## config.mk

```make
export PLATFORM = sky130hd
export DESIGN_NAME = xmem_bus_ctrl
export DESIGN_NICKNAME = d
export VERILOG_FILES = /design/src/rtl/xmem_pkg.sv /design/src/rtl/xmem_rst_sync.sv /design/src/rtl/xmem_decode.sv /design/src/rtl/xmem_seq.sv /design/src/rtl/xmem_pad.sv /design/src/rtl/xmem_bus_ctrl.sv
export SDC_FILE = /design/constraint.sdc
export NUM_CORES = 1
export LEC_CHECK = 0
export BUFFER_PORTS_ARGS = -buffer_cell sky130_fd_sc_hd__buf_2
export CAP_MARGIN = 20
export CORE_MARGIN = 3
export CORE_UTILIZATION = 45
export CTS_BUF_LIST = sky130_fd_sc_hd__clkbuf_4
export CTS_CLUSTER_DIAMETER = 200
export CTS_CLUSTER_SIZE = 20
export DETAILED_ROUTE_END_ITERATION = 7
export PLACE_DENSITY_LB_ADDON = 0.05
export SYNTH_ARGS = -nofsm -noshare
export SYNTH_HDL_FRONTEND = slang
export SYNTH_HIERARCHICAL = 1
export SYNTH_SLANG_ARGS = --single-unit
```

## constraint.sdc

```tcl
create_clock -name clk -period 4 [get_ports clk]
set_clock_uncertainty 0.2 [all_clocks]
set_input_delay 0.4 -clock clk [delete_from_list [all_inputs] [get_ports clk]]
set_output_delay 0.4 -clock clk [all_outputs]
set_load 0.02 [all_outputs]
```

## src/rtl/xmem_pkg.sv

```systemverilog
package xmem_pkg;

  typedef enum logic [2:0] {
    XS_IDLE,
    XS_ADDR,
    XS_GAP,
    XS_STB,
    XS_END,
    XS_TAIL
  } xm_state_e;

  // extra strobe cycles beyond the first, per wait code
  function automatic logic [1:0] stb_extra(input logic [1:0] ws);
    case (ws)
      2'b00:   stb_extra = 2'd0;
      2'b01:   stb_extra = 2'd1;
      default: stb_extra = 2'd2;
    endcase
  endfunction

  // code 11 adds a trailing period before the next address
  function automatic logic has_tail(input logic [1:0] ws);
    has_tail = (ws == 2'b11);
  endfunction

endpackage

```

## src/rtl/xmem_rst_sync.sv

```systemverilog
module xmem_rst_sync #(
  parameter int STAGES = 2
) (
  input  logic clk,
  input  logic rst_n,
  output logic rst_sync_n
);
  logic [STAGES-1:0] sync_q;

  always_ff @(posedge clk or negedge rst_n) begin
    if (!rst_n) sync_q <= '0;
    else        sync_q <= {sync_q[STAGES-2:0], 1'b1};
  end

  assign rst_sync_n = sync_q[STAGES-1];
endmodule

```

## src/rtl/xmem_decode.sv

```systemverilog
module xmem_decode #(
  parameter int AW = 16,
  parameter logic [AW-1:0] INT_TOP_NORM   = 16'h10FF,
  parameter logic [AW-1:0] INT_TOP_COMPAT = 16'h0FFF
) (
  input  logic [AW-1:0] addr,
  input  logic          compat,
  input  logic [AW-1:0] bound,
  input  logic [1:0]    ws_up,
  input  logic [1:0]    ws_lo,
  output logic          is_ext,
  output logic [1:0]    ws_sel
);
  logic [AW-1:0] int_top;

  always_comb begin
    int_top = compat ? INT_TOP_COMPAT : INT_TOP_NORM;
    is_ext  = (addr > int_top);
    ws_sel  = (addr >= bound) ? ws_up : ws_lo;
  end
endmodule

```

## src/rtl/xmem_seq.sv

```systemverilog
module xmem_seq
  import xmem_pkg::*;
(
  input  logic       clk,
  input  logic       rst_n,
  input  logic       start,
  input  logic [1:0] ws_in,
  input  logic       nxt_ram,
  output xm_state_e  state,
  output logic       ready,
  output logic       ale,
  output logic       stb_act,
  output logic       stb_last
);
  xm_state_e st_q, st_d;
  logic [1:0] cnt_q, cnt_d;
  logic [1:0] ws_q, ws_d;
  logic       tail;

  assign tail = has_tail(ws_q);

  always_comb begin
    st_d  = st_q;
    cnt_d = cnt_q;
    ws_d  = ws_q;
    case (st_q)
      XS_IDLE: begin
        if (start) begin
          st_d = XS_ADDR;
          ws_d = ws_in;
        end
      end
      XS_ADDR: st_d = XS_GAP;
      XS_GAP: begin
        st_d  = XS_STB;
        cnt_d = stb_extra(ws_q);
      end
      XS_STB: begin
        if (cnt_q == 2'd0) st_d = XS_END;
        else               cnt_d = cnt_q - 2'd1;
      end
      XS_END: begin
        if (tail) begin
          st_d = XS_TAIL;
        end else if (start) begin
          st_d = XS_ADDR;
          ws_d = ws_in;
        end else begin
          st_d = XS_IDLE;
        end
      end
      XS_TAIL: begin
        if (start) begin
          st_d = XS_ADDR;
          ws_d = ws_in;
        end else begin
          st_d = XS_IDLE;
        end
      end
      default: st_d = XS_IDLE;
    endcase
  end

  always_ff @(posedge clk or negedge rst_n) begin
    if (!rst_n) begin
      st_q  <= XS_IDLE;
      cnt_q <= 2'd0;
      ws_q  <= 2'd0;
    end else begin
      st_q  <= st_d;
      cnt_q <= cnt_d;
      ws_q  <= ws_d;
    end
  end

  always_comb begin
    state    = st_q;
    ready    = (st_q == XS_IDLE) || (st_q == XS_TAIL) || ((st_q == XS_END) && !tail);
    ale      = (st_q == XS_ADDR) || ((st_q == XS_TAIL) && nxt_ram);
    stb_act  = (st_q == XS_STB);
    stb_last = (st_q == XS_STB) && (cnt_q == 2'd0);
  end
endmodule

```

## src/rtl/xmem_pad.sv

```systemverilog
module xmem_pad #(
  parameter int DW = 8
) (
  input  logic          clk,
  input  logic          rst_n,
  input  logic          keeper_en,
  input  logic          drv_addr,
  input  logic          drv_data,
  input  logic          rd_phase,
  input  logic [DW-1:0] addr_lo,
  input  logic [DW-1:0] wdata,
  output logic [DW-1:0] ad_out,
  output logic          ad_oe
);
  logic [DW-1:0] last_q, last_d;
  logic          last_en;

  always_comb begin
    if (drv_addr) begin
      ad_out = addr_lo;
      ad_oe  = 1'b1;
    end else if (drv_data) begin
      ad_out = wdata;
      ad_oe  = 1'b1;
    end else if (rd_phase) begin
      ad_out = last_q;
      ad_oe  = 1'b0;
    end else begin
      ad_out = last_q;
      ad_oe  = keeper_en;
    end
    last_en = drv_addr || drv_data;
    last_d  = ad_out;
  end

  always_ff @(posedge clk or negedge rst_n) begin
    if (!rst_n)       last_q <= '0;
    else if (last_en) last_q <= last_d;
  end
endmodule

```

## src/rtl/xmem_bus_ctrl.sv

```systemverilog
module xmem_bus_ctrl
  import xmem_pkg::*;
#(
  parameter int AW = 16,
  parameter int DW = 8,
  parameter logic [AW-1:0] INT_TOP_NORM   = 16'h10FF,
  parameter logic [AW-1:0] INT_TOP_COMPAT = 16'h0FFF
) (
  input  logic             clk,
  input  logic             rst_n,
  input  logic             compat_i,
  input  logic             keeper_en_i,
  input  logic [AW-1:0]    sector_bound_i,
  input  logic [1:0]       ws_upper_i,
  input  logic [1:0]       ws_lower_i,
  input  logic             req_i,
  input  logic             we_i,
  input  logic [AW-1:0]    addr_i,
  input  logic [DW-1:0]    wdata_i,
  input  logic             nxt_ram_i,
  output logic [DW-1:0]    rdata_o,
  output logic             ready_o,
  output logic             ale_o,
  output logic             rd_n_o,
  output logic             wr_n_o,
  output logic [AW-DW-1:0] ahi_o,
  output logic [DW-1:0]    ad_o,
  output logic             ad_oe_o,
  input  logic [DW-1:0]    ad_i
);
  localparam int HW = AW - DW;

  logic       rst_int_n;
  logic       is_ext;
  logic [1:0] ws_sel;
  logic       accept;
  xm_state_e  state;
  logic       ready, ale, stb_act, stb_last;
  logic       drv_addr, drv_data, rd_phase, sample;

  logic [AW-1:0] a_q;
  logic [DW-1:0] wd_q, rd_q;
  logic          we_q;

  xmem_rst_sync #(.STAGES(2)) i_rst_sync (
    .clk       (clk),
    .rst_n     (rst_n),
    .rst_sync_n(rst_int_n)
  );

  xmem_decode #(
    .AW(AW), .INT_TOP_NORM(INT_TOP_NORM), .INT_TOP_COMPAT(INT_TOP_COMPAT)
  ) i_decode (
    .addr  (addr_i),
    .compat(compat_i),
    .bound (sector_bound_i),
    .ws_up (ws_upper_i),
    .ws_lo (ws_lower_i),
    .is_ext(is_ext),
    .ws_sel(ws_sel)
  );

  assign accept = req_i && is_ext && ready;

  xmem_seq i_seq (
    .clk     (clk),
    .rst_n   (rst_int_n),
    .start   (accept),
    .ws_in   (ws_sel),
    .nxt_ram (nxt_ram_i),
    .state   (state),
    .ready   (ready),
    .ale     (ale),
    .stb_act (stb_act),
    .stb_last(stb_last)
  );

  always_comb begin
    drv_addr = (state == XS_ADDR);
    drv_data = we_q && (stb_act || (state == XS_END));
    rd_phase = !we_q && stb_act;
    sample   = !we_q && stb_last;
  end

  xmem_pad #(.DW(DW)) i_pad (
    .clk      (clk),
    .rst_n    (rst_int_n),
    .keeper_en(keeper_en_i),
    .drv_addr (drv_addr),
    .drv_data (drv_data),
    .rd_phase (rd_phase),
    .addr_lo  (a_q[DW-1:0]),
    .wdata    (wd_q),
    .ad_out   (ad_o),
    .ad_oe    (ad_oe_o)
  );

  // request capture
  always_ff @(posedge clk or negedge rst_int_n) begin
    if (!rst_int_n) begin
      a_q  <= '0;
      wd_q <= '0;
      we_q <= 1'b0;
    end else if (accept) begin
      a_q  <= addr_i;
      wd_q <= wdata_i;
      we_q <= we_i;
    end
  end

  // read data capture
  always_ff @(posedge clk or negedge rst_int_n) begin
    if (!rst_int_n)  rd_q <= '0;
    else if (sample) rd_q <= ad_i;
  end

  assign rdata_o = rd_q;
  assign ready_o = ready;
  assign ale_o   = ale;
  assign rd_n_o  = !(stb_act && !we_q);
  assign wr_n_o  = !(stb_act && we_q);
  assign ahi_o   = a_q[AW-1:AW-HW];
endmodule

```

Word level (Yosys, flattened, before mapping) --
Index checks and enable logic that the tools add are counted.
Operators by class: add/subtract/negate cells 1, multiply operators 0, div/mod/pow operators 0, order comparisons 2, equal/unequal tests 11, shift operators 0, muxes and demuxes 18, bitwise operators 0, reductions and logical operators 27
Operators by type and width (number):
- $pmux 3 s6 | 1
- $ge 16x16->1 | 1
- $gt 16x16->1 | 1
- $mux 8 | 2
- $mux 13 | 1
- $pmux 2 s2 | 3
- $logic_and 1x1->1 | 9
- $mux 3 | 3
- $mux 2 | 4
- $eq 3x2->1 const B | 2
- $eq 3x3->1 const B | 2
- $ne 2x2->1 const B | 3
- $reduce_and 2->1 | 3
- $logic_or 1x1->1 | 5
- $logic_not 1->1 | 4
- $logic_not 2->1 | 2
- $mux 1 | 4
- $reduce_bool 2->1 | 2
- $eq 3x1->1 const B | 1
- $logic_not 3->1 | 1
- $eq 2x1->1 const B | 1
- $eq 2x2->1 const B | 1
- $ne 2x1->1 const B | 1
- $reduce_or 2->1 | 1
- $sub 2x1->2 const B | 1
Storage, ports and cells: register bits 50, bits in latches 0, RAM bits 0, ROM bits 0, input bits 59, output and inout port bits 29, logic and storage cells 68, memories kept 0

Depth between registers and ports, before layout --
depth after elaboration 8, mapped depth 13

Modules after synthesis --
Netlist, hierarchy kept.
Modules (own cells, without submodules):
- xmem_bus_ctrl | instances 1, cells an instance 86, area an instance 1420.1 sq um, seq. area each 825.8 sq um
- xmem_decode | instances 1, cells an instance 75, area an instance 570.5 sq um, seq. area each 0.0 sq um
- xmem_pad | instances 1, cells an instance 46, area an instance 424.2 sq um, seq. area each 200.2 sq um
- xmem_seq | instances 1, cells an instance 42, area an instance 417.9 sq um, seq. area each 175.2 sq um
- xmem_rst_sync | instances 1, cells an instance 3, area an instance 53.8 sq um, seq. area each 50.0 sq um

Worst setup path before layout --
OpenSTA, ideal clock, no wires.
path kind register to register, from reg i_seq.st_q[2] (netlist: i_seq/state[2]), to reg i_seq.ws_q[0], library setup time 125 ps, data arrival time 2574 ps, path slack 1101 ps, stages on the path, launching flop included 8, path buffers 1, clock period less this slack 2899 ps, path through dfrtp_1 > and4b_1 > nor3_1 > nand3_4 > buf_6 > inv_1 > or4b_4 > mux2_4
Between the ends: longest elaborated chain between the ends 7, elaborated cells between the ends (all ways) 14, classes of those cells eq/ne (3); mux (3); reduce/logical (8)
Ends and longest elaborated chain:
- start: declaration | line xmem_seq.sv:15 | xm_state_e st_q, st_d;
- start signal: assignment | line xmem_seq.sv:70 | st_q <= st_d;
- $eq 3x3->1 or $logic_not 3->1 (tied branches) | line xmem_seq.sv:78 | ready = (st_q == XS_IDLE) || (st_q == XS_TAIL) || ((st_q == XS_END) && !tail);
- $logic_or 1x1->1 or $logic_and 1x1->1 (tied branches) | line xmem_seq.sv:78
- $logic_or 1x1->1 * | line xmem_seq.sv:78
- via ready_o | line xmem_bus_ctrl.sv:22 | output logic ready_o,
- $logic_and 1x1->1 * | line xmem_bus_ctrl.sv:63 | assign accept = req_i && is_ext && ready;
- via accept | line xmem_bus_ctrl.sv:36 | logic accept;
- $mux 2 *
- $mux 2
- $pmux 2 s2 * | line xmem_seq.sv:26 | case (st_q)
- end signal: assignment | line xmem_seq.sv:72 | ws_q <= ws_d;
- end: declaration | line xmem_seq.sv:17 | logic [1:0] ws_q, ws_d;
The timed path passes the listed nets; every way through them passes the cells marked *. The select of a mux whose other input is x is not followed. A chain may end at the register's enable or synchronous reset.

Worst setup path in the final report --
from reg i_seq.st_q[1] (netlist: i_seq/state[1]), to out ad_o[3]
Between the ends: longest elaborated chain between the ends 5, elaborated cells between the ends (all ways) 7, classes of those cells eq/ne (3); mux (2); reduce/logical (2)
Ends and longest elaborated chain:
- $eq 3x2->1 | line xmem_seq.sv:80 | stb_act = (st_q == XS_STB);
- via stb_act | line xmem_bus_ctrl.sv:38 | logic ready, ale, stb_act, stb_last;
- $logic_or 1x1->1 | line xmem_bus_ctrl.sv:80 | drv_data = we_q && (stb_act || (state == XS_END));
- $logic_and 1x1->1 | line xmem_bus_ctrl.sv:80
- via drv_data | line xmem_bus_ctrl.sv:39 | logic drv_addr, drv_data, rd_phase, sample;
- $mux 8 | line xmem_pad.sv:22 | end else if (drv_data) begin
- $mux 8 | line xmem_pad.sv:19 | if (drv_addr) begin
- end: declaration | line xmem_bus_ctrl.sv:27 | output logic [DW-1:0] ad_o,
The timed path passes the listed nets, and every way through them passes these cells.

==> results.cfg <==
[worst_setup_path]
rr_worst_depth = 6
crit_arrival_ns = 2.41
worst_ep_required_time_ns = 3.40
critical_path.startpoint_type = flip-flop
setup.worst_path.end_class = output pin
worst-path-max-fanout = 11
worstSetupPathType = reg -> out

[yosys]
synth_edf_count = 0
netlist_area_um2 = 2890
syn_nets = 333
synth_cell_type_count = 43
async_flop_share_pct = 100
yosysWarningCount = 6
avgSynthCellArea_um2 = 11.5
synth-seq-cells = 50
synth_top_flop_cell = dfrtp_1
synthCells = 252
seq_area_frac_synth_pct = 43.3

[timing]
tightest_slew_ns = 0.713
min_period_ns = 3.01
slew-limit-headroom_pct = 52.4
fin_ws_ns = 0.988
maxSlewViolCount = 0
finalCritPeriodShare_pct = 75.3
setup_viol = 0
hold_violations = 0
timing.fmax_mhz = 332
tns_ns = 0
rsz0062_at_grt = no

[grt]
grt_start_max_net_pins = 49
grt_pass1_wl_mm = 9.94
track_usage_pct = 16.9
grt_antenna_before_repair = 0
overflow = 0
first_global_vias = 2088

[final_layout]
antennaDiodeCount = 0
mostFrequentLayoutCells = buf_2 (87), dfrtp_1 (49), inv_1 (22), ha_1 (22), mux2_4 (21)
drive_gt1_share_pct = 41.5
syn2layout_area_growth_pct = 19.5
utilization_pct = 56.9
layout.nets = 417
num-fill-cells = 545
layout_commonest_cell = buf_2

[power_and_ir_drop]
p_int_uw = 1470
swShare_pct = 39.7
vdd_ir_drop_max_mv = 0.377
leakage_uw = 0.00181
p_sw_uw = 969
p_per_area_nw_per_um2 = 707
sequentialPowerShare_pct = 37.2
p_comb_share_pct = 50.1
p_clk_share_pct = 12.7

[drt]
drc = 0
wl_met2_mm = 2.72
routed.top_layer = met4
routed_wl_mm = 5.89
drt-met1-wl_mm = 2.76
wire_per_inst_um = 14.3
postRouteAntennaNets = 0
first_pass_iters = 4
vias_per_cell = 5.00
wl_met3_um = 369
vias = 2062
initialDrtViolationCount = 84

[placed_design]
hpwl_mm = 4.51
gpl.final_weighted_congestion = 0.814
io_buffers = 87
place_ws_ns = 1.09

[worst_hold_path]
hold_depth = 2
hold_class = in -> reg

[clock_tree]
clock_sinks = 50
h-tree-depth = 2
clk_path_buf_depth = 2
postCtsHoldBufs = 1
root_buffer = clkbuf_4
ctsResizeCount = 0
cts_buffers = 5
path_clk_slew_ns = 0.16
tritoncts = yes
clock_latency_ns = 0.37
cts_setup_buffers = 0

[status]
status = complete, no violations

[flow_run]
drv_cap = 0

[floorplan]
die_h_um = 86.1
placementRows = 28
dieArea_um2 = 7410
initial_core_util_pct = 47.6
ios = 88
die_w_um = 86.1
core-area_um2 = 6060
cell usage after synthesis (4+ instances only):
library cell	n	area (um^2)
ha_1	22	275
nand3_1	5	25.0
o21ai_0	20	100
nand2_1	17	63.8
mux2_2	14	158
mux2_4	21	315
buf_4	8	60.1
nand4_1	4	25.0
a21oi_1	7	35.0
nor2b_1	5	31.3
dfrtp_1	50	1250
inv_1	22	82.6
mux2i_1	8	80.1
metrics by stage:
stage | cell area, um^2 | instances | total power [uW] | hold slack [ns]
floorplan | 2890 | 252 | 1870 | -0.0956
finish | 3450 | 412 | 2440 | 0.0433
detailed placement | 3320 | 401 | 2150 | -0.0142
global route | 3450 | 412 | 2640 | 0.000166
global placement | 3320 | 401 | 2130 | -0.0146
CTS | 3420 | 410 | 2470 | 0.0254
sequential cells by signal, indices dropped and copies added, names as in the netlist:
| register | cells |
|---|---|
| wd_q | 8 |
| a_q | 16 |
| we_q | 1 |
| i_seq/state | 3 |
| i_pad/last_q | 8 |
| rdata_o | 8 |
| i_seq/ws_q | 2 |
| i_seq/cnt_q | 2 |
| i_rst_sync/sync_q | 2 |
power groups by stage:
stage	Clock [uW]	Sequential (uW)	Combinational, uW
finish	309	907	1220
detailed placement	0	928	1220
floorplan	0	928	940
global route	347	945	1350
global placement	0	926	1200
CTS	323	918	1230
area by class of cell:
type                    count  area (um^2)  area share, %
clock buffers               5         37.5           1.09
multi-input cells         165         1450           41.9
repair buffers             92          490           14.2
inverters                  22         82.6           2.39
well taps                  75         93.8           2.72
flip-flops and latches     50         1250           36.3
clock inverters             3         48.8           1.41
path summary, 6_finish.rpt:
| kind | start | to | slack [ns] |
|---|---|---|---|
| worst max-delay path | i_seq/state[1] | ad_o[3] | 0.99 |
| worst min-delay path | wdata_i[7] | wd_q[7] | 0.04 |
| worst max register to register | i_seq/state[0] | i_seq/ws_q[1] | 1.24 |
| worst min register to register | i_rst_sync/sync_q[1] | a_q[13] | 0.06 |
| max in group asynchronous | i_rst_sync/sync_q[1] | i_seq/cnt_q[1] | 2.79 |
| min in group asynchronous | i_rst_sync/sync_q[1] | a_q[13] | 0.06 |
metal layers:
metal,GRT usage [%],vias up
li1,-,1050
met1,22.9,957
met2,26.8,53
met3,4.51,2
met4,4.32,0
met5,0,-
critical path: stages, from the launching register on:
cell and delay, ns:
dfrtp_1 0.57, and2b_1 0.23, and2_1 0.18, o21a_1 0.47
mux2i_1 0.16, o21ai_0 0.23, buf_2 0.21
logic make-up (layout without fill, tap and decap cells):
group / after synthesis / count (layout) / share of synthesized area [%]
muxes: 45 / 45 / 19.9
DFF: 50 / 50 / 43.3
buffers and inverters: 37 / 122 / 6.76
adders and majority gates: 22 / 22 / 9.54
other: 1 / 1 / 0.130
and+or+nand+nor: 54 / 54 / 11.5
AOI/OAI and AO/OA: 43 / 43 / 8.80
Power figures use the tool's default switching activity.
